$ cat src/rtl/i2c_intr_pkg.sv
package i2c_intr_pkg;
   localparam int STAT_W = 12;

   localparam int B_RX_UNDER = 0;
   localparam int B_RX_OVER  = 1;
   localparam int B_RX_FULL  = 2;
   localparam int B_TX_OVER  = 3;
   localparam int B_TX_EMPTY = 4;
   localparam int B_TX_ABRT  = 6;
   localparam int B_ACTIVITY = 8;
   localparam int B_STOP     = 9;
   localparam int B_START    = 10;
   localparam int B_GEN_CALL = 11;

   localparam logic [STAT_W-1:0] STICKY_MASK = 12'hF4B;
   localparam logic [STAT_W-1:0] MASK_RST    = 12'h8FF;

   localparam int ADR_MASK    = 0;
   localparam int ADR_RAW     = 1;
   localparam int ADR_MASKED  = 2;
   localparam int ADR_RX_THR  = 3;
   localparam int ADR_TX_THR  = 4;
   localparam int ADR_CLR_ALL = 5;
   localparam int ADR_CAUSE   = 14;

   // Clear address of each sticky bit; 15 marks a bit without one.
   function automatic int clr_addr(input int b);
      case (b)
         B_RX_UNDER: return 6;
         B_RX_OVER:  return 7;
         B_TX_OVER:  return 8;
         B_TX_ABRT:  return 9;
         B_ACTIVITY: return 10;
         B_STOP:     return 11;
         B_START:    return 12;
         B_GEN_CALL: return 13;
         default:    return 15;
      endcase
   endfunction
endpackage

$ cat src/rtl/i2c_intr_sticky.sv
module i2c_intr_sticky #(
   parameter bit BUSY_GATED = 1'b0
) (
   input  logic clk,
   input  logic rst_n,
   input  logic set_i,
   input  logic clr_i,
   input  logic busy_i,
   output logic q_o
);
   logic clr_eff;

   generate
      if (BUSY_GATED) begin : g_gated
         assign clr_eff = clr_i & ~busy_i;
      end else begin : g_plain
         logic unused_busy;
         assign unused_busy = busy_i;
         assign clr_eff = clr_i;
      end
   endgenerate

   // A set in the same cycle as a clear wins.
   always_ff @(posedge clk or negedge rst_n) begin
      if (!rst_n) q_o <= 1'b0;
      else        q_o <= set_i | (q_o & ~clr_eff);
   end
endmodule

$ cat src/rtl/i2c_intr_level.sv
module i2c_intr_level #(
   parameter int FIFO_DEPTH  = 16,
   parameter int TL_W        = 8,
   parameter int LVL_W       = 5,
   parameter bit AT_OR_ABOVE = 1'b0
) (
   input  logic [TL_W-1:0]  thr_i,
   input  logic [LVL_W-1:0] lvl_i,
   output logic             hit_o
);
   localparam int CW = ((TL_W > LVL_W) ? TL_W : LVL_W) + 1;

   logic [CW-1:0] thr_w, lvl_w, thr_eff;

   assign thr_w   = CW'(thr_i);
   assign lvl_w   = CW'(lvl_i);
   assign thr_eff = (thr_w > CW'(FIFO_DEPTH)) ? CW'(FIFO_DEPTH) : thr_w;

   generate
      if (AT_OR_ABOVE) begin : g_above
         assign hit_o = (lvl_w >= thr_eff);
      end else begin : g_below
         assign hit_o = (lvl_w <= thr_eff);
      end
   endgenerate
endmodule

$ cat src/rtl/i2c_intr_regs.sv
module i2c_intr_regs
   import i2c_intr_pkg::*;
#(
   parameter int ADDR_W  = 4,
   parameter int DATA_W  = 32,
   parameter int TL_W    = 8,
   parameter int CAUSE_W = 17
) (
   input  logic [ADDR_W-1:0]  reg_addr,
   input  logic               reg_rd,
   input  logic               reg_wr,
   input  logic [STAT_W-1:0]  raw_i,
   input  logic [STAT_W-1:0]  mask_i,
   input  logic [TL_W-1:0]    rx_thr_i,
   input  logic [TL_W-1:0]    tx_thr_i,
   input  logic [CAUSE_W-1:0] cause_i,
   output logic [DATA_W-1:0]  rdata_o,
   output logic [STAT_W-1:0]  clr_one_o,
   output logic               clr_all_o,
   output logic               mask_we_o,
   output logic               rx_thr_we_o,
   output logic               tx_thr_we_o
);
   assign clr_all_o   = reg_rd & (reg_addr == ADDR_W'(ADR_CLR_ALL));
   assign mask_we_o   = reg_wr & (reg_addr == ADDR_W'(ADR_MASK));
   assign rx_thr_we_o = reg_wr & (reg_addr == ADDR_W'(ADR_RX_THR));
   assign tx_thr_we_o = reg_wr & (reg_addr == ADDR_W'(ADR_TX_THR));

   always_comb begin
      clr_one_o = '0;
      for (int b = 0; b < STAT_W; b++) begin
         if (STICKY_MASK[b] && (reg_addr == ADDR_W'(clr_addr(b))))
            clr_one_o[b] = reg_rd;
      end
   end

   always_comb begin
      rdata_o = '0;
      if (reg_addr == ADDR_W'(ADR_MASK))         rdata_o = DATA_W'(mask_i);
      else if (reg_addr == ADDR_W'(ADR_RAW))     rdata_o = DATA_W'(raw_i);
      else if (reg_addr == ADDR_W'(ADR_MASKED))  rdata_o = DATA_W'(raw_i & mask_i);
      else if (reg_addr == ADDR_W'(ADR_RX_THR))  rdata_o = DATA_W'(rx_thr_i);
      else if (reg_addr == ADDR_W'(ADR_TX_THR))  rdata_o = DATA_W'(tx_thr_i);
      else if (reg_addr == ADDR_W'(ADR_CLR_ALL)) rdata_o = DATA_W'(|(raw_i & STICKY_MASK));
      else if (reg_addr == ADDR_W'(ADR_CAUSE))   rdata_o = DATA_W'(cause_i);
      else begin
         for (int b = 0; b < STAT_W; b++) begin
            if (STICKY_MASK[b] && (reg_addr == ADDR_W'(clr_addr(b))))
               rdata_o = DATA_W'(raw_i[b]);
         end
      end
   end
endmodule

$ cat src/rtl/i2c_intr_ctl.sv
module i2c_intr_ctl
   import i2c_intr_pkg::*;
#(
   parameter int FIFO_DEPTH = 16,
   parameter int TL_W       = 8,
   parameter int CAUSE_W    = 17,
   parameter int ADDR_W     = 4,
   parameter int DATA_W     = 32,
   parameter int LVL_W      = $clog2(FIFO_DEPTH + 1)
) (
   input  logic               clk,
   input  logic               rst_n,
   input  logic               ev_rx_under,
   input  logic               ev_rx_over,
   input  logic               ev_tx_over,
   input  logic               ev_tx_abrt,
   input  logic               ev_activity,
   input  logic               ev_stop,
   input  logic               ev_start,
   input  logic               ev_gen_call,
   input  logic [CAUSE_W-1:0] abort_src,
   input  logic [LVL_W-1:0]   tx_level,
   input  logic [LVL_W-1:0]   rx_level,
   input  logic               bus_active,
   input  logic [ADDR_W-1:0]  reg_addr,
   input  logic               reg_wr,
   input  logic               reg_rd,
   input  logic [DATA_W-1:0]  reg_wdata,
   output logic [DATA_W-1:0]  reg_rdata,
   output logic [CAUSE_W-1:0] abort_cause,
   output logic               irq
);
   generate
      if (FIFO_DEPTH < 2)            begin : g_e0 $error("FIFO_DEPTH must be at least 2"); end
      if (ADDR_W < 4)                begin : g_e1 $error("ADDR_W must be at least 4"); end
      if (DATA_W <= STAT_W)          begin : g_e2 $error("DATA_W must exceed the status width"); end
      if (TL_W > STAT_W)             begin : g_e3 $error("TL_W must not exceed the status width"); end
      if ((1 << TL_W) <= FIFO_DEPTH) begin : g_e4 $error("TL_W too narrow for FIFO_DEPTH"); end
      if (CAUSE_W > DATA_W)          begin : g_e5 $error("CAUSE_W must fit in DATA_W"); end
      if (LVL_W < $clog2(FIFO_DEPTH + 1)) begin : g_e6 $error("LVL_W too narrow"); end
   endgenerate

   logic [STAT_W-1:0]  raw_stat, ev_vec, clr_one, mask_q;
   logic [TL_W-1:0]    rx_thr_q, tx_thr_q;
   logic [CAUSE_W-1:0] cause_q, cause_d;
   logic               clr_all, mask_we, rx_thr_we, tx_thr_we;
   logic               tx_hit, rx_hit;
   logic               unused_wdata;

   assign unused_wdata = ^reg_wdata[DATA_W-1:STAT_W];

   always_comb begin
      ev_vec             = '0;
      ev_vec[B_RX_UNDER] = ev_rx_under;
      ev_vec[B_RX_OVER]  = ev_rx_over;
      ev_vec[B_TX_OVER]  = ev_tx_over;
      ev_vec[B_TX_ABRT]  = ev_tx_abrt;
      ev_vec[B_ACTIVITY] = ev_activity;
      ev_vec[B_STOP]     = ev_stop;
      ev_vec[B_START]    = ev_start;
      ev_vec[B_GEN_CALL] = ev_gen_call;
   end

   i2c_intr_regs #(
      .ADDR_W(ADDR_W), .DATA_W(DATA_W), .TL_W(TL_W), .CAUSE_W(CAUSE_W)
   ) u_regs (
      .reg_addr   (reg_addr),
      .reg_rd     (reg_rd),
      .reg_wr     (reg_wr),
      .raw_i      (raw_stat),
      .mask_i     (mask_q),
      .rx_thr_i   (rx_thr_q),
      .tx_thr_i   (tx_thr_q),
      .cause_i    (cause_q),
      .rdata_o    (reg_rdata),
      .clr_one_o  (clr_one),
      .clr_all_o  (clr_all),
      .mask_we_o  (mask_we),
      .rx_thr_we_o(rx_thr_we),
      .tx_thr_we_o(tx_thr_we)
   );

   i2c_intr_level #(
      .FIFO_DEPTH(FIFO_DEPTH), .TL_W(TL_W), .LVL_W(LVL_W), .AT_OR_ABOVE(1'b0)
   ) u_tx_cmp (.thr_i(tx_thr_q), .lvl_i(tx_level), .hit_o(tx_hit));

   i2c_intr_level #(
      .FIFO_DEPTH(FIFO_DEPTH), .TL_W(TL_W), .LVL_W(LVL_W), .AT_OR_ABOVE(1'b1)
   ) u_rx_cmp (.thr_i(rx_thr_q), .lvl_i(rx_level), .hit_o(rx_hit));

   generate
      for (genvar b = 0; b < STAT_W; b++) begin : g_bit
         if (STICKY_MASK[b]) begin : g_sticky
            i2c_intr_sticky #(.BUSY_GATED(b == B_ACTIVITY)) u_bit (
               .clk   (clk),
               .rst_n (rst_n),
               .set_i (ev_vec[b]),
               .clr_i (clr_one[b] | clr_all),
               .busy_i(bus_active),
               .q_o   (raw_stat[b])
            );
         end else begin : g_other
            logic unused_b;
            assign unused_b = ev_vec[b] ^ clr_one[b];
            if (b == B_TX_EMPTY) begin : g_tx
               assign raw_stat[b] = tx_hit;
            end else if (b == B_RX_FULL) begin : g_rx
               assign raw_stat[b] = rx_hit;
            end else begin : g_zero
               assign raw_stat[b] = 1'b0;
            end
         end
      end
   endgenerate

   always_comb begin
      cause_d = (clr_all | clr_one[B_TX_ABRT]) ? '0 : cause_q;
      if (ev_tx_abrt) cause_d = cause_d | abort_src;
   end

   always_ff @(posedge clk or negedge rst_n) begin
      if (!rst_n) begin
         mask_q   <= MASK_RST;
         rx_thr_q <= '0;
         tx_thr_q <= '0;
         cause_q  <= '0;
      end else begin
         if (mask_we)   mask_q   <= reg_wdata[STAT_W-1:0];
         if (rx_thr_we) rx_thr_q <= reg_wdata[TL_W-1:0];
         if (tx_thr_we) tx_thr_q <= reg_wdata[TL_W-1:0];
         cause_q <= cause_d;
      end
   end

   assign abort_cause = cause_q;
   assign irq         = |(raw_stat & mask_q);
endmodule

$ cat config.mk
export PLATFORM = sky130hd
export DESIGN_NAME = i2c_intr_ctl
export DESIGN_NICKNAME = d
export VERILOG_FILES = /design/src/rtl/i2c_intr_pkg.sv /design/src/rtl/i2c_intr_sticky.sv /design/src/rtl/i2c_intr_level.sv /design/src/rtl/i2c_intr_regs.sv /design/src/rtl/i2c_intr_ctl.sv
export SDC_FILE = /design/constraint.sdc
export NUM_CORES = 1
export LEC_CHECK = 0
export BUFFER_PORTS_ARGS = -buffer_cell sky130_fd_sc_hd__buf_4
export CAP_MARGIN = 10
export CORE_ASPECT_RATIO = 0.8
export CORE_MARGIN = 2
export CORE_UTILIZATION = 44
export CTS_CLUSTER_DIAMETER = 80
export DETAILED_ROUTE_END_ITERATION = 10
export PLACE_DENSITY = 0.76
export SYNTH_ARGS = -nofsm -noshare
export SYNTH_HDL_FRONTEND = slang
export SYNTH_SLANG_ARGS = --single-unit
$ cat constraint.sdc
create_clock -name clk -period 2.1 [get_ports clk]
set_input_delay 0.105 -clock clk [delete_from_list [all_inputs] [get_ports clk]]
set_output_delay 0.105 -clock clk [all_outputs]
set_load 0.01 [all_outputs]
==> results of run 1 <==
-- layer usage --
layer / part of all wire / up-vias / routed length [µm]
li1: - / 1316 / -
met1: 0.46 / 1383 / 4080
met3: 0.069 / 6 / 609
met5: 0 / - / 0
met2: 0.46 / 105 / 4070
met4: 0.0062 / 0 / 55
-- repair_timing --
item / in CTS / in global routing
hold buffers: 10 / 0
gates resized for setup: 4 / 3
endpoints found under the hold margin: 53 / 0
pin swaps: 7 / 3
setup endpoints to repair: 3 / 3
setup buffers: 0 / 2
-- area by class of cell --
type | instances | share of cell area
inverters | 5 | 0.00448
repair buffers | 114 | 0.213
clock buffers | 5 | 0.0164
well taps | 87 | 0.0260
multi-input cells | 232 | 0.415
clock inverters | 3 | 0.00598
flip-flops and latches | 53 | 0.319
-- final timing paths --
| kind | end | slack [ns] | from | depth (start not counted) |
|---|---|---|---|---|
| worst max-delay path | irq | -0.63 | tx_thr_q[4] | 9 |
| worst min-delay path | abort_cause[15] | 0.001 | abort_src[15] | 2 |
| worst max register to register | rx_thr_q[4] | 1.01 | rx_thr_q[4] | 3 |
| worst min register to register | abort_cause[13] | 0.53 | abort_cause[13] | 1 |
| max in group asynchronous | abort_cause[0] | 1.29 | rst_n | 2 |
| min in group asynchronous | g_bit[1].g_sticky.u_bit.q_o | 0.36 | rst_n | 2 |
-- where the power goes --
part | switching, W | internal, W
registers | 0.000168 | 0.00121
clock network | 0.000374 | 0.000242
logic | 0.000374 | 0.000473
total | 0.000916 | 0.00193
-- through the flow --
stage / instance area, µm² / utilization / cells / setup WS [ns] / hold slack [ns]
CTS: 4150 / 0.596 / 497 / -0.632 / 0.00237
global route: 4190 / 0.602 / 499 / -0.795 / 0.00720
finish: 4190 / 0.602 / 499 / -0.628 / 0.00130
detailed placement: 3940 / 0.566 / 479 / -0.262 / 0.193
global placement: 3940 / 0.566 / 479 / -0.178 / 0.179
floorplan: 3280 / - / 322 / -0.0215 / -0.191
-- logic make-up after synthesis --
logic type	after synthesis
mux	31
buf+inv	37
other cells	1
flops	53
xor+xnor	1
compound gates	96
simple gates	79
fa+ha+maj	10
-- worst max-delay path: stages (launching register included) --
cell,delay [ns]
sky130_fd_sc_hd__dfrtp_1,0.42
sky130_fd_sc_hd__nor4_4,0.36
sky130_fd_sc_hd__nand2_1,0.15
sky130_fd_sc_hd__ha_4,0.29
sky130_fd_sc_hd__nor2b_1,0.13
sky130_fd_sc_hd__o21a_1,0.12
sky130_fd_sc_hd__o21ai_1,0.05
sky130_fd_sc_hd__a221o_1,0.30
sky130_fd_sc_hd__a221o_1,0.35
sky130_fd_sc_hd__buf_6,0.13
-- cells in the final DEF (no fill, tap or decap), types with 10 or more instances in the layout --
cell	Yosys	routed
sky130_fd_sc_hd__a21o_1	17	17
sky130_fd_sc_hd__dlygate4sd3_1	0	10
sky130_fd_sc_hd__conb_1	1	15
sky130_fd_sc_hd__mux2_1	18	18
sky130_fd_sc_hd__nand2_1	23	22
sky130_fd_sc_hd__a22o_1	19	19
sky130_fd_sc_hd__mux2_2	12	12
sky130_fd_sc_hd__nor2_1	10	10
sky130_fd_sc_hd__a22oi_1	14	14
sky130_fd_sc_hd__dfrtp_1	44	44
sky130_fd_sc_hd__nand3_1	11	11
sky130_fd_sc_hd__buf_4	18	101
-- sequential cells by signal (all words and copies together) (netlist names) --
signal	flops
abort_cause	17
mask_q	12
tx_thr_q	8
rx_thr_q	8
g_bit.g_sticky.u_bit.q_o	8
==> results.rst, run 1 <==
.. list-table::
   :header-rows: 1

   * - Metric
     - Value
   * - Run status
     - finished with violations
   * - Violations in the final reports
     - setup timing
   * - Global-route met2 utilization
     - 0.332
   * - Number of enable-type register cells in the synthesized netlist
     - 0
   * - Netlist cell types
     - 56
   * - Compound-Gate Fraction of Synth Area
     - 0.217
   * - Final-layout setup total negative slack
     - -1.41 ns
   * - Vias in the first global route
     - between 2k and 3k
   * - Number of buffers created by CTS
     - 5
   * - Period minus WS final
     - approximately 2.7 ns
   * - Top cells by instance count after synthesis
     - sky130_fd_sc_hd__dfrtp_1, sky130_fd_sc_hd__nand2_1, sky130_fd_sc_hd__a22o_1
   * - Number of setup violations in the final report
     - 3
   * - Leading register cell type out of synthesis
     - sky130_fd_sc_hd__dfrtp_1
   * - DRC violation count after routing
     - 0
   * - Global placement routability congestion
     - 0.847
   * - Footprint of the flip-flops and latches
     - 0.00134 mm²
   * - Final max-slew violation count
     - 0
   * - Area used by multi-input combinational logic
     - 0.00174 mm²
   * - Count of port buffers added during placement
     - 90
   * - Global router's overall resource usage
     - 0.217
   * - Static Leak
     - 1.90 nW
   * - Final setup margin
     - -0.628 ns
   * - Async set-or-reset flop fraction in the synthesized netlist
     - 1.00
   * - Area added between synthesis and finish
     - 30.8%
   * - I/O pin cnt
     - 126
   * - Final WL
     - approximately 9000 µm
   * - Count of antenna diodes in the layout
     - 0
   * - Max_slew headroom
     - 0.554
   * - Top cell type by total area after synthesis
     - sky130_fd_sc_hd__dfrtp_1
   * - Max Clk Rate
     - approximately 370 MHz
   * - Antenna violations before repair
     - 0
   * - Share of the synthesized area in the top cell type
     - 0.344
   * - First-iteration detailed-routing DRC count
     - around 170
   * - Worst setup path class
     - register to output port
   * - Path class of the lowest-slack min-delay path
     - input pin to register
   * - Hold Violations, Final
     - 0
   * - Endpoint kind of the worst setup timing path
     - output port
   * - Post-synthesis cell area
     - approximately 0.0032 mm²
   * - Clock transition at path regs
     - 0.11 ns
   * - Insertion delay of the later-clocked pin in the worst-skew pair
     - just over 0.3 ns
   * - Yosys synthesis warning count
     - 0
   * - Via-per-instance ratio
     - 5.63
   * - Global routing met1 resource utilization
     - 0.323
   * - Sum of net half-perimeters after detailed placement
     - between 6000 and 7000 µm
   * - Overall power after layout
     - 0.00284 W
   * - Met3 usage
     - 0.0461
   * - Mean instance size in the synthesized netlist
     - 10.4 µm²
   * - Part of the Yosys area used for sequential elements
     - 0.418
   * - Overall die height
     - ~80 µm
   * - Global route hottest layer
     - met2
   * - Share of the clock period used by the worst path
     - 1.30
   * - Dominant combinational cell family by area after synthesis
     - compound AO/OA/AOI/OAI gates
   * - TritonCTS clock tree
     - done
   * - Synthesized instance count
     - about 310
   * - Required @ worst endpoint
     - ~2.0 ns
   * - Largest net degree at the start of global routing
     - between 50 and 60
   * - Avg WL per Cell
     - 17.7 µm
   * - Master cell of the clock root buffer
     - sky130_fd_sc_hd__clkbuf_8
   * - Via Count
     - 2810
   * - Max cap viols
     - 0
   * - Number of inserted filler cells in the final layout
     - 612
   * - Slew at the pin closest to its max-slew limit
     - 0.670 ns
   * - Cell types with the largest area share after synthesis
     - sky130_fd_sc_hd__dfrtp_1, sky130_fd_sc_hd__dfstp_2, sky130_fd_sc_hd__mux2_1
   * - Effective utilization at floorplan
     - 0.460
   * - Most instantiated library cell after synthesis
     - sky130_fd_sc_hd__dfrtp_1
   * - Crit Path Max Fanout
     - 4
   * - Worst Path Arrival
     - 2.62 ns
   * - Peak supply drop
     - about 0.42 mV
   * - Global-route wire length before repair
     - about 14000 µm
   * - Total Nets Final
     - around 500
   * - Unrepaired setup endpoints after global routing
     - true
   * - Max H-tree Level
     - 2
   * - Count of nets left with antenna violations after detail routing
     - 0
   * - DR pass1 iterations
     - 5
   * - Pwr Density
     - 679 mW/mm²
   * - Critical path launch point type
     - register
   * - Number of storage elements in the synthesis netlist
     - 53
   * - Standard cell core area
     - 0.00696 mm²
   * - GR Overflow Total
     - 0
   * - Fraction of the mapped netlist area in simple logic gates
     - 0.139
   * - Row count
     - 27
   * - Full die area
     - 0.00798 mm²
   * - Worst setup skew after layout
     - 0 ns
   * - Number of sinks handled by clock tree synthesis
     - 53
   * - XOR/XNOR share of the synthesized area
     - 0.00274
   * - Share of cells above drive strength 1
     - 0.367
   * - Maximum number of buffers from clock root to sink
     - 2
   * - Adder and majority gate portion of the synthesized area
     - 0.0391
   * - Multiplexer share of the synthesized area
     - 0.109
   * - Width of the die
     - between 90 and 100 µm
Note: power is estimated with default switching activity, not from simulation.
==> run 2: changes to the inputs <==
--- a/config.mk
+++ b/config.mk
@@ -5,14 +5,15 @@
 export SDC_FILE = /design/constraint.sdc
 export NUM_CORES = 1
 export LEC_CHECK = 0
+export ABC_AREA = 1
 export BUFFER_PORTS_ARGS = -buffer_cell sky130_fd_sc_hd__buf_4
 export CAP_MARGIN = 10
 export CORE_ASPECT_RATIO = 0.8
 export CORE_MARGIN = 2
-export CORE_UTILIZATION = 44
+export CORE_UTILIZATION = 45
 export CTS_CLUSTER_DIAMETER = 80
 export DETAILED_ROUTE_END_ITERATION = 10
-export PLACE_DENSITY = 0.76
+export PLACE_DENSITY = 0.77
 export SYNTH_ARGS = -nofsm -noshare
 export SYNTH_HDL_FRONTEND = slang
 export SYNTH_SLANG_ARGS = --single-unit
==> results.rst, run 2 <==
.. list-table::
   :header-rows: 1

   * - Metric
     - Value
   * - Run status
     - finished with violations (unchanged)
   * - Violations in the final reports
     - setup timing (unchanged)
   * - Total Nets Final
     - 604 (was 497)
   * - Final max-slew violation count
     - 0 (unchanged)
   * - Final setup margin
     - -0.729 ns (was -0.628 ns)
   * - Global placement routability congestion
     - 0.961 (was 0.847)
   * - Path class of the lowest-slack min-delay path
     - input pin to register (unchanged)
   * - Standard cell core area
     - 0.00732 mm² (was 0.00696 mm²)
   * - Commonest cells after routing, fill and taps aside
     - sky130_fd_sc_hd__buf_4, sky130_fd_sc_hd__nand2_1, sky130_fd_sc_hd__inv_1 (was sky130_fd_sc_hd__buf_4, sky130_fd_sc_hd__dfrtp_1, sky130_fd_sc_hd__nand2_1)
   * - Static Leak
     - 2.22 nW (was 1.90 nW)
   * - Critical hold path startpoint
     - abort_src[3] (was abort_src[15])
   * - DRC violation count after routing
     - 0 (unchanged)
   * - Launching element of the worst setup path
     - rx_thr_q[3] (was tx_thr_q[4])
   * - Async set-or-reset flop fraction in the synthesized netlist
     - 1.00 (unchanged)
   * - Sum of net half-perimeters after detailed placement
     - 7220 µm (was 6400 µm)
   * - Full die area
     - 0.00817 mm² (was 0.00798 mm²)
   * - Maximum number of buffers from clock root to sink
     - 2 (unchanged)
   * - Master cell of the clock root buffer
     - sky130_fd_sc_hd__clkbuf_8 (unchanged)
   * - Area added between synthesis and finish
     - 31.1% (was 30.8%)
   * - Netlist cell types
     - 38 (was 56)
   * - Share of the clock period used by the worst path
     - 1.35 (was 1.30)
   * - Slew at the pin closest to its max-slew limit
     - 0.675 ns (was 0.670 ns)
   * - Required @ worst endpoint
     - 2.00 ns (about the same)
   * - Most instantiated library cell after synthesis
     - sky130_fd_sc_hd__nand2_1 (was sky130_fd_sc_hd__dfrtp_1)
   * - Crit Path Max Fanout
     - 3 (was 4)
   * - Largest net degree at the start of global routing
     - 54 (unchanged)
   * - Number of buffers created by CTS
     - 5 (unchanged)
   * - Met3 usage
     - 0.0413 (was 0.0461)
   * - GR Overflow Total
     - 0 (unchanged)
   * - Hold Violations, Final
     - 0 (unchanged)
   * - Max_slew headroom
     - 0.550 (was 0.554)
   * - Row count
     - 28 (was 27)
   * - Via-per-instance ratio
     - 5.23 (was 5.63)
   * - Worst-case hold slack
     - 0.00844 ns (was 0.00130 ns)
   * - Insertion delay of the later-clocked pin in the worst-skew pair
     - 0.30 ns (was 0.31 ns)
   * - Count of antenna diodes in the layout
     - 0 (unchanged)
   * - Mean instance size in the synthesized netlist
     - 8.29 µm² (was 10.4 µm²)
   * - Period minus WS final
     - 2.83 ns (was 2.73 ns)
   * - Final-layout setup total negative slack
     - -1.98 ns (was -1.41 ns)
   * - Global-route wire length before repair
     - 14800 µm (was 13600 µm)
   * - Share of the synthesized area in the top cell type
     - 0.328 (was 0.344)
   * - Part of the Yosys area used for sequential elements
     - 0.398 (was 0.418)
   * - Worst setup skew after layout
     - 0 ns (unchanged)
   * - Number of storage elements in the synthesis netlist
     - 53 (unchanged)
   * - Number of inserted filler cells in the final layout
     - 638 (was 612)
   * - First-iteration detailed-routing DRC count
     - 178 (was 168)
   * - Vias in the first global route
     - 2974 (was 2585)
   * - Global-route met2 utilization
     - 0.381 (was 0.332)
   * - Endpoint kind of the worst setup timing path
     - output port (unchanged)
   * - Worst flop-to-flop path startpoint
     - g_bit[10].g_sticky.u_bit.q_o (was rx_thr_q[4])
   * - Max H-tree Level
     - 2 (unchanged)
   * - Effective utilization at floorplan
     - 0.458 (was 0.460)
   * - Worst setup path class
     - register to output port (unchanged)
   * - Slowest library cell on the worst path
     - sky130_fd_sc_hd__or4_4 (was sky130_fd_sc_hd__dfrtp_1)
   * - Global route hottest layer
     - met2 (unchanged)
   * - Global router's overall resource usage
     - 0.234 (was 0.217)
   * - Max Clk Rate
     - 354 MHz (was 367 MHz)
   * - DR pass1 iterations
     - 5 (unchanged)
   * - Count of port buffers added during placement
     - 90 (unchanged)
   * - Overall die height
     - 81.3 µm (was 80.3 µm)
   * - Cell types with the largest area share after synthesis
     - sky130_fd_sc_hd__dfrtp_1, sky130_fd_sc_hd__nand2_1, sky130_fd_sc_hd__dfstp_2 (was sky130_fd_sc_hd__dfrtp_1, sky130_fd_sc_hd__dfstp_2, sky130_fd_sc_hd__mux2_1)
   * - TritonCTS clock tree
     - done (unchanged)
   * - Top cell type by total area after synthesis
     - sky130_fd_sc_hd__dfrtp_1 (unchanged)
   * - Worst Path Arrival
     - 2.72 ns (was 2.62 ns)
   * - Yosys synthesis warning count
     - 0 (unchanged)
   * - Unrepaired setup endpoints after global routing
     - true (unchanged)
   * - Antenna violations before repair
     - 0 (unchanged)
   * - Share of cells above drive strength 1
     - 0.368 (was 0.367)
   * - Via Count
     - 3188 (was 2810)
   * - Synthesized instance count
     - 405 (was 308)
   * - Peak supply drop
     - 0.322 mV (was 0.425 mV)
   * - Count of nets left with antenna violations after detail routing
     - 0 (unchanged)
   * - Number of setup violations in the final report
     - 3 (unchanged)
   * - Most common cell after layout, fill and taps aside
     - sky130_fd_sc_hd__buf_4 (unchanged)
   * - CP Cell Sequence
     - or4_4 -> a21oi_4 -> and2_1 -> ha_1 -> inv_1 -> nand2_1 -> a21oi_2 -> o21bai_1 -> a21oi_1 -> o21bai_1 -> nand2_1 -> nand4_1 -> buf_4 (was nor4_4 -> nand2_1 -> ha_4 -> nor2b_1 -> o21a_1 -> o21ai_1 -> a221o_1 -> a221o_1 -> buf_6)
   * - Width of the die
     - 101 µm (was 99.4 µm)
   * - Number of enable-type register cells in the synthesized netlist
     - 0 (unchanged)
   * - Leading register cell type out of synthesis
     - sky130_fd_sc_hd__dfrtp_1 (unchanged)
   * - Critical path launch point type
     - register (unchanged)
   * - Final WL
     - 9350 µm (was 8810 µm)
   * - Largest stage delay, worst path
     - 0.56 ns (was 0.42 ns)
   * - Flip-flop count of the largest register, all copies and words added
     - 17 (unchanged)
   * - Pwr Density
     - 655 mW/mm² (was 679 mW/mm²)
   * - Clock transition at path regs
     - 0.09 ns (was 0.11 ns)
   * - Global routing met1 resource utilization
     - 0.332 (was 0.323)
   * - Post-synthesis cell area
     - 0.00336 mm² (was 0.00320 mm²)
   * - I/O pin cnt
     - 126 (unchanged)
   * - Number of sinks handled by clock tree synthesis
     - 53 (unchanged)
   * - Finished Core Util
     - 0.601 (was 0.602)
   * - Max cap viols
     - 0 (unchanged)
   * - Top cells by instance count after synthesis
     - sky130_fd_sc_hd__nand2_1, sky130_fd_sc_hd__inv_1, sky130_fd_sc_hd__dfrtp_1 (was sky130_fd_sc_hd__dfrtp_1, sky130_fd_sc_hd__nand2_1, sky130_fd_sc_hd__a22o_1)
   * - Avg WL per Cell
     - 15.4 µm (was 17.7 µm)
-- run 2: cell types whose count changed after synthesis, sizes merged, moves of 7 or more --
cell / change
nand2: +87
inv: +51
a21o: -17
nor2: +13
mux2: -26
nand4: +12
a22o: -18
a22oi: -14
o21ai: +34
nor3: +7
-- run 2: area by class of cell --
cell class	instances	area, µm²	area share
clock inverters	2	10.0	0.00227
inverters	56	215	0.0489
clock buffers	6	72.6	0.0165
repair buffers	117	902	0.205
flip-flops and latches	53	1340	0.304
well taps	90	113	0.0256
multi-input cells	285	1750	0.398
-- run 2: critical path, delay by kind of cell, from the launching register on --
family                     cells  cell delay [ns]
adders and majority gates      1             0.22
AOI/OAI and AO/OA              5             0.68
buffers and inverters          2             0.20
DFF                            1             0.40
and+or+nand+nor                5             0.93
-- run 2: timing repair --
item / CTS / global route
resized for setup: 1 / 16
pin swaps: 0 / 14
setup endpoints to repair: 3 / 3
hold buffers: 7 / 1
gates cloned: 0 / 0
buffers inserted: 1 / 0
hold endpoints to repair: 50 / 1
-- run 2: per-layer routing --
metal  vias to the layer above  routed length [µm]
li1                       1533                   -
met1                      1491                4310
met2                       154                4220
met3                        10                 755
met4                         0                  61
met5                         -                   0
-- run 2: path summary, 6_finish.rpt --
kind / endpoint / slack [ns] / cells past startpoint
worst min register to register: mask_q[4] / 0.51 / 2
max in group asynchronous: tx_thr_q[5] / 1.27 / 2
worst max-delay path: reg_rdata[2] / -0.73 / 13
min in group asynchronous: abort_cause[2] / 0.37 / 2
worst max register to register: g_bit[10].g_sticky.u_bit.q_o / 1.24 / 2
worst min-delay path: abort_cause[3] / 0.008 / 3
-- run 2: stage by stage --
step | power [W] | cell area [µm²] | std cells | setup slack (ns)
floorplan | 0.00183 | 3420 | 419 | -0.0800
global placement | 0.00221 | 4150 | 592 | -0.201
detailed placement | 0.00225 | 4150 | 592 | -0.294
CTS | 0.00283 | 4320 | 608 | -0.638
global route | 0.00308 | 4400 | 609 | -0.863
finish | 0.00288 | 4400 | 609 | -0.729
-- run 2: kinds of logic after synthesis --
family	count (synthesis)	share of synthesized area
buffers and inverters	81	0.120
AO/OA/AOI/OAI	84	0.169
flip-flops	53	0.398
multiplexers	4	0.0179
other	1	0.00112
AND/OR/NAND/NOR	172	0.257
adder cells (fa/ha/maj)	10	0.0373
-- run 2: power breakdown --
part	internal (W)	total (W)	switching, W
Combinational	0.000487	0.00100	0.000514
Clock	0.000232	0.000560	0.000328
Sequential	0.00120	0.00132	0.000125
==> run 3: changes to the inputs <==
==> constraint.sdc (replaced) <==
create_clock -name clk -period 2.5 [get_ports clk]
set_input_delay 0.125 -clock clk [delete_from_list [all_inputs] [get_ports clk]]
set_output_delay 0.125 -clock clk [all_outputs]
set_load 0.01 [all_outputs]
==> results.rst, run 3 (synthesized netlist as in run 2, its figures left out) <==
.. list-table::
   :header-rows: 1

   * - Metric
     - Value
   * - Effective utilization at floorplan
     - 0.458 (unchanged)
   * - Critical path launch point type
     - register (unchanged)
   * - Hold Violations, Final
     - 0 (unchanged)
   * - Commonest cells after routing, fill and taps aside
     - sky130_fd_sc_hd__nand2_1, sky130_fd_sc_hd__buf_4, sky130_fd_sc_hd__inv_1 (was sky130_fd_sc_hd__buf_4, sky130_fd_sc_hd__nand2_1, sky130_fd_sc_hd__inv_1)
   * - Most common cell after layout, fill and taps aside
     - sky130_fd_sc_hd__nand2_1 (was sky130_fd_sc_hd__buf_4)
   * - Unrepaired setup endpoints after global routing
     - true (unchanged)
   * - Most prevalent standard cell on the critical path
     - sky130_fd_sc_hd__o21bai_1
   * - Peak supply drop
     - 0.306 mV (was 0.322 mV)
   * - Worst Path Arrival
     - 2.72 ns (about the same)
   * - Count of nets left with antenna violations after detail routing
     - 0 (unchanged)
   * - Static Leak
     - 2.17 nW (was 2.22 nW)
   * - Count of port buffers added during placement
     - 90 (unchanged)
   * - Total Nets Final
     - 590 (was 604)
   * - I/O pin cnt
     - 126 (unchanged)
   * - Max H-tree Level
     - 2 (unchanged)
   * - Full die area
     - 0.00817 mm² (unchanged)
   * - Via Count
     - 3159 (was 3188)
   * - Period minus WS final
     - 2.84 ns
   * - Largest net degree at the start of global routing
     - 54 (unchanged)
   * - Row count
     - 28 (unchanged)
   * - GR Overflow Total
     - 0 (unchanged)
   * - Master cell of the clock root buffer
     - sky130_fd_sc_hd__clkbuf_8 (unchanged)
   * - Global placement routability congestion
     - 0.945 (was 0.961)
   * - Via-per-instance ratio
     - 5.31 (was 5.23)
   * - Number of setup violations in the final report
     - 3 (unchanged)
   * - Avg WL per Cell
     - 15.6 µm (was 15.4 µm)
   * - CP Cell Sequence
     - or4_4 -> a21oi_4 -> and2_4 -> ha_4 -> inv_2 -> nand2_2 -> a21oi_2 -> o21bai_1 -> a21oi_1 -> o21bai_1 -> nand3_1 -> nand4_1 -> buf_4 (was or4_4 -> a21oi_4 -> and2_1 -> ha_1 -> inv_1 -> nand2_1 -> a21oi_2 -> o21bai_1 -> a21oi_1 -> o21bai_1 -> nand2_1 -> nand4_1 -> buf_4)
   * - Global-route wire length before repair
     - 14500 µm (was 14800 µm)
   * - Count of antenna diodes in the layout
     - 0 (unchanged)
   * - Number of sinks handled by clock tree synthesis
     - 53 (unchanged)
   * - Share of the clock period used by the worst path
     - 1.14
   * - Maximum number of buffers from clock root to sink
     - 2 (unchanged)
   * - DRC violation count after routing
     - 0 (unchanged)
   * - Share of cells above drive strength 1
     - 0.376 (was 0.368)
   * - Number of inserted filler cells in the final layout
     - 628 (was 638)
   * - DR pass1 iterations
     - 5 (unchanged)
   * - Internal power
     - 0.00170 W (was 0.00192 W)
   * - Register share of total power
     - 0.442 (was 0.459)
   * - Global router's overall resource usage
     - 0.230 (was 0.234)
   * - Area added between synthesis and finish
     - 29.6% (was 31.1%)
   * - Placement-stage cell area
     - 0.00407 mm² (was 0.00415 mm²)
   * - Vias in the first global route
     - 2965 (was 2974)
   * - Endpoint kind of the worst setup timing path
     - output port (unchanged)
   * - Worst setup skew after layout
     - 0 ns (unchanged)
   * - Part of the power in combinational logic
     - 0.327 (was 0.347)
   * - Run status
     - finished with violations (unchanged)
   * - Overall die height
     - 81.3 µm (unchanged)
   * - Final std cell area, no fill
     - 0.00435 mm² (was 0.00440 mm²)
   * - CP top delay family
     - simple AND/OR/NAND/NOR gates (unchanged)
   * - Switching Share
     - 0.331 (was 0.335)
   * - First-iteration detailed-routing DRC count
     - 266 (was 178)
   * - Crit Path Max Fanout
     - 3 (unchanged)
   * - Max Clk Rate
     - 352 MHz
   * - Sum of net half-perimeters after detailed placement
     - 7120 µm (was 7220 µm)
   * - Violations in the final reports
     - setup timing (unchanged)
   * - Combined buffer and inverter count along the critical path
     - 2 (unchanged)
   * - Overall power after layout
     - 0.00254 W (was 0.00288 W)
   * - Pwr Density
     - 584 mW/mm² (was 655 mW/mm²)
   * - Antenna violations before repair
     - 0 (unchanged)
   * - Width of the die
     - 101 µm (unchanged)
   * - Path class of the lowest-slack min-delay path
     - input pin to register (unchanged)
   * - Number of buffers created by CTS
     - 5 (unchanged)
   * - Final max-slew violation count
     - 0 (unchanged)
   * - Required @ worst endpoint
     - 2.38 ns (was 2.00 ns)
   * - Largest stage delay, worst path
     - 0.55 ns (was 0.56 ns)
   * - Slew at the pin closest to its max-slew limit
     - 0.666 ns (was 0.675 ns)
   * - Clk pwr share
     - 0.231 (was 0.194)
   * - Sw Pwr
     - 0.000841 W (was 0.000967 W)
   * - Insertion delay of the later-clocked pin in the worst-skew pair
     - 0.31 ns (was 0.30 ns)
   * - Flip-flop count of the largest register, all copies and words added
     - 17 (unchanged)
   * - Max cap viols
     - 0 (unchanged)
   * - Worst setup path class
     - register to output port (unchanged)
   * - Final WL
     - 9260 µm (was 9350 µm)
   * - Slowest library cell on the worst path
     - sky130_fd_sc_hd__or4_4 (unchanged)
   * - TritonCTS clock tree
     - done (unchanged)
   * - Final setup margin
     - -0.341 ns (was -0.729 ns)
   * - Clock transition at path regs
     - 0.09 ns (about the same)
   * - Standard cell core area
     - 0.00732 mm² (unchanged)
   * - Max_slew headroom
     - 0.556 (was 0.550)
   * - Finished Core Util
     - 0.594 (was 0.601)
[run 3: cell count changes in the layout (fill, tap and decap cells not counted), moves of 3 or more]
| cell | before | now |
|---|---|---|
| sky130_fd_sc_hd__buf_4 | 108 | 101 |
| sky130_fd_sc_hd__dlygate4sd3_1 | 8 | 2 |
| sky130_fd_sc_hd__nand2_1 | 105 | 102 |
| sky130_fd_sc_hd__nand2_2 | 2 | 5 |
[run 3: worst paths after layout]
path                        startpoint                     endpoint  slack, ns  cells after the start
min in group asynchronous        rst_n               abort_cause[2]       0.39                      2
max reg2reg                tx_thr_q[0]                  tx_thr_q[0]       1.61                      4
min reg2reg                  mask_q[7]                    mask_q[7]       0.50                      2
min                            ev_stop  g_bit[9].g_sticky.u_bit.q_o      0.001                      3
max                        rx_thr_q[1]                 reg_rdata[2]      -0.34                     13
max in group asynchronous        rst_n  g_bit[9].g_sticky.u_bit.q_o       1.64                      2
[run 3: final cells by class]
cell class                      count  area, µm²  area share
Multi-Input combinational cell    285       1800       0.414
Sequential cell                    53       1340       0.307
Timing Repair Buffer              103        778       0.179
Inverter                           56        215      0.0495
Tap cell                           90        113      0.0259
Clock buffer                        6       72.6      0.0167
Clock inverter                      2       35.0     0.00805
[run 3: worst reg2reg max path: stages (launching register included)]
cell and delay (ns):
sky130_fd_sc_hd__dfrtp_1 0.40, sky130_fd_sc_hd__buf_4 0.13, sky130_fd_sc_hd__buf_4 0.13, sky130_fd_sc_hd__nand2_1 0.07, sky130_fd_sc_hd__o21ai_2 0.05
[run 3: metal layers]
layer  vias to the layer above  global-route usage  part of all wire
li1                       1505                   -                 -
met2                       190               0.352              0.45
met3                        25              0.0628             0.099
met1                      1439               0.318              0.43
met5                         -                   0                 0
met4                         0              0.0699             0.019
[run 3: power by group through the flow]
stage                     Clock, W  Combinational, W  Sequential, W
after floorplan                  0          0.000411        0.00112
after global placement           0          0.000679        0.00112
after detailed placement         0          0.000706        0.00113
after CTS                 0.000593          0.000751        0.00111
after global routing      0.000624          0.000916        0.00114
final                     0.000587          0.000832        0.00112
[run 3: repair_timing]
| item | 4_1_cts | 5_1_grt |
|---|---|---|
| setup buffers | 1 | 2 |
| pin swaps | 10 | 20 |
| gates resized for setup | 10 | 17 |
| hold buffers | 2 | 0 |
| setup endpoints to repair | 3 | 3 |
| hold endpoints to repair | 45 | 0 |
[run 3: through the flow]
stage	setup TNS, ns	setup WS, ns	hold slack, ns	instances
after floorplan	0	0.283	-0.171	419
after global placement	0	0.0497	0.197	582
after detailed placement	-0.248	-0.134	0.205	582
after CTS	-1.00	-0.348	0.00158	593
after global routing	-1.25	-0.439	0.00672	595
final	-0.993	-0.341	0.00119	595
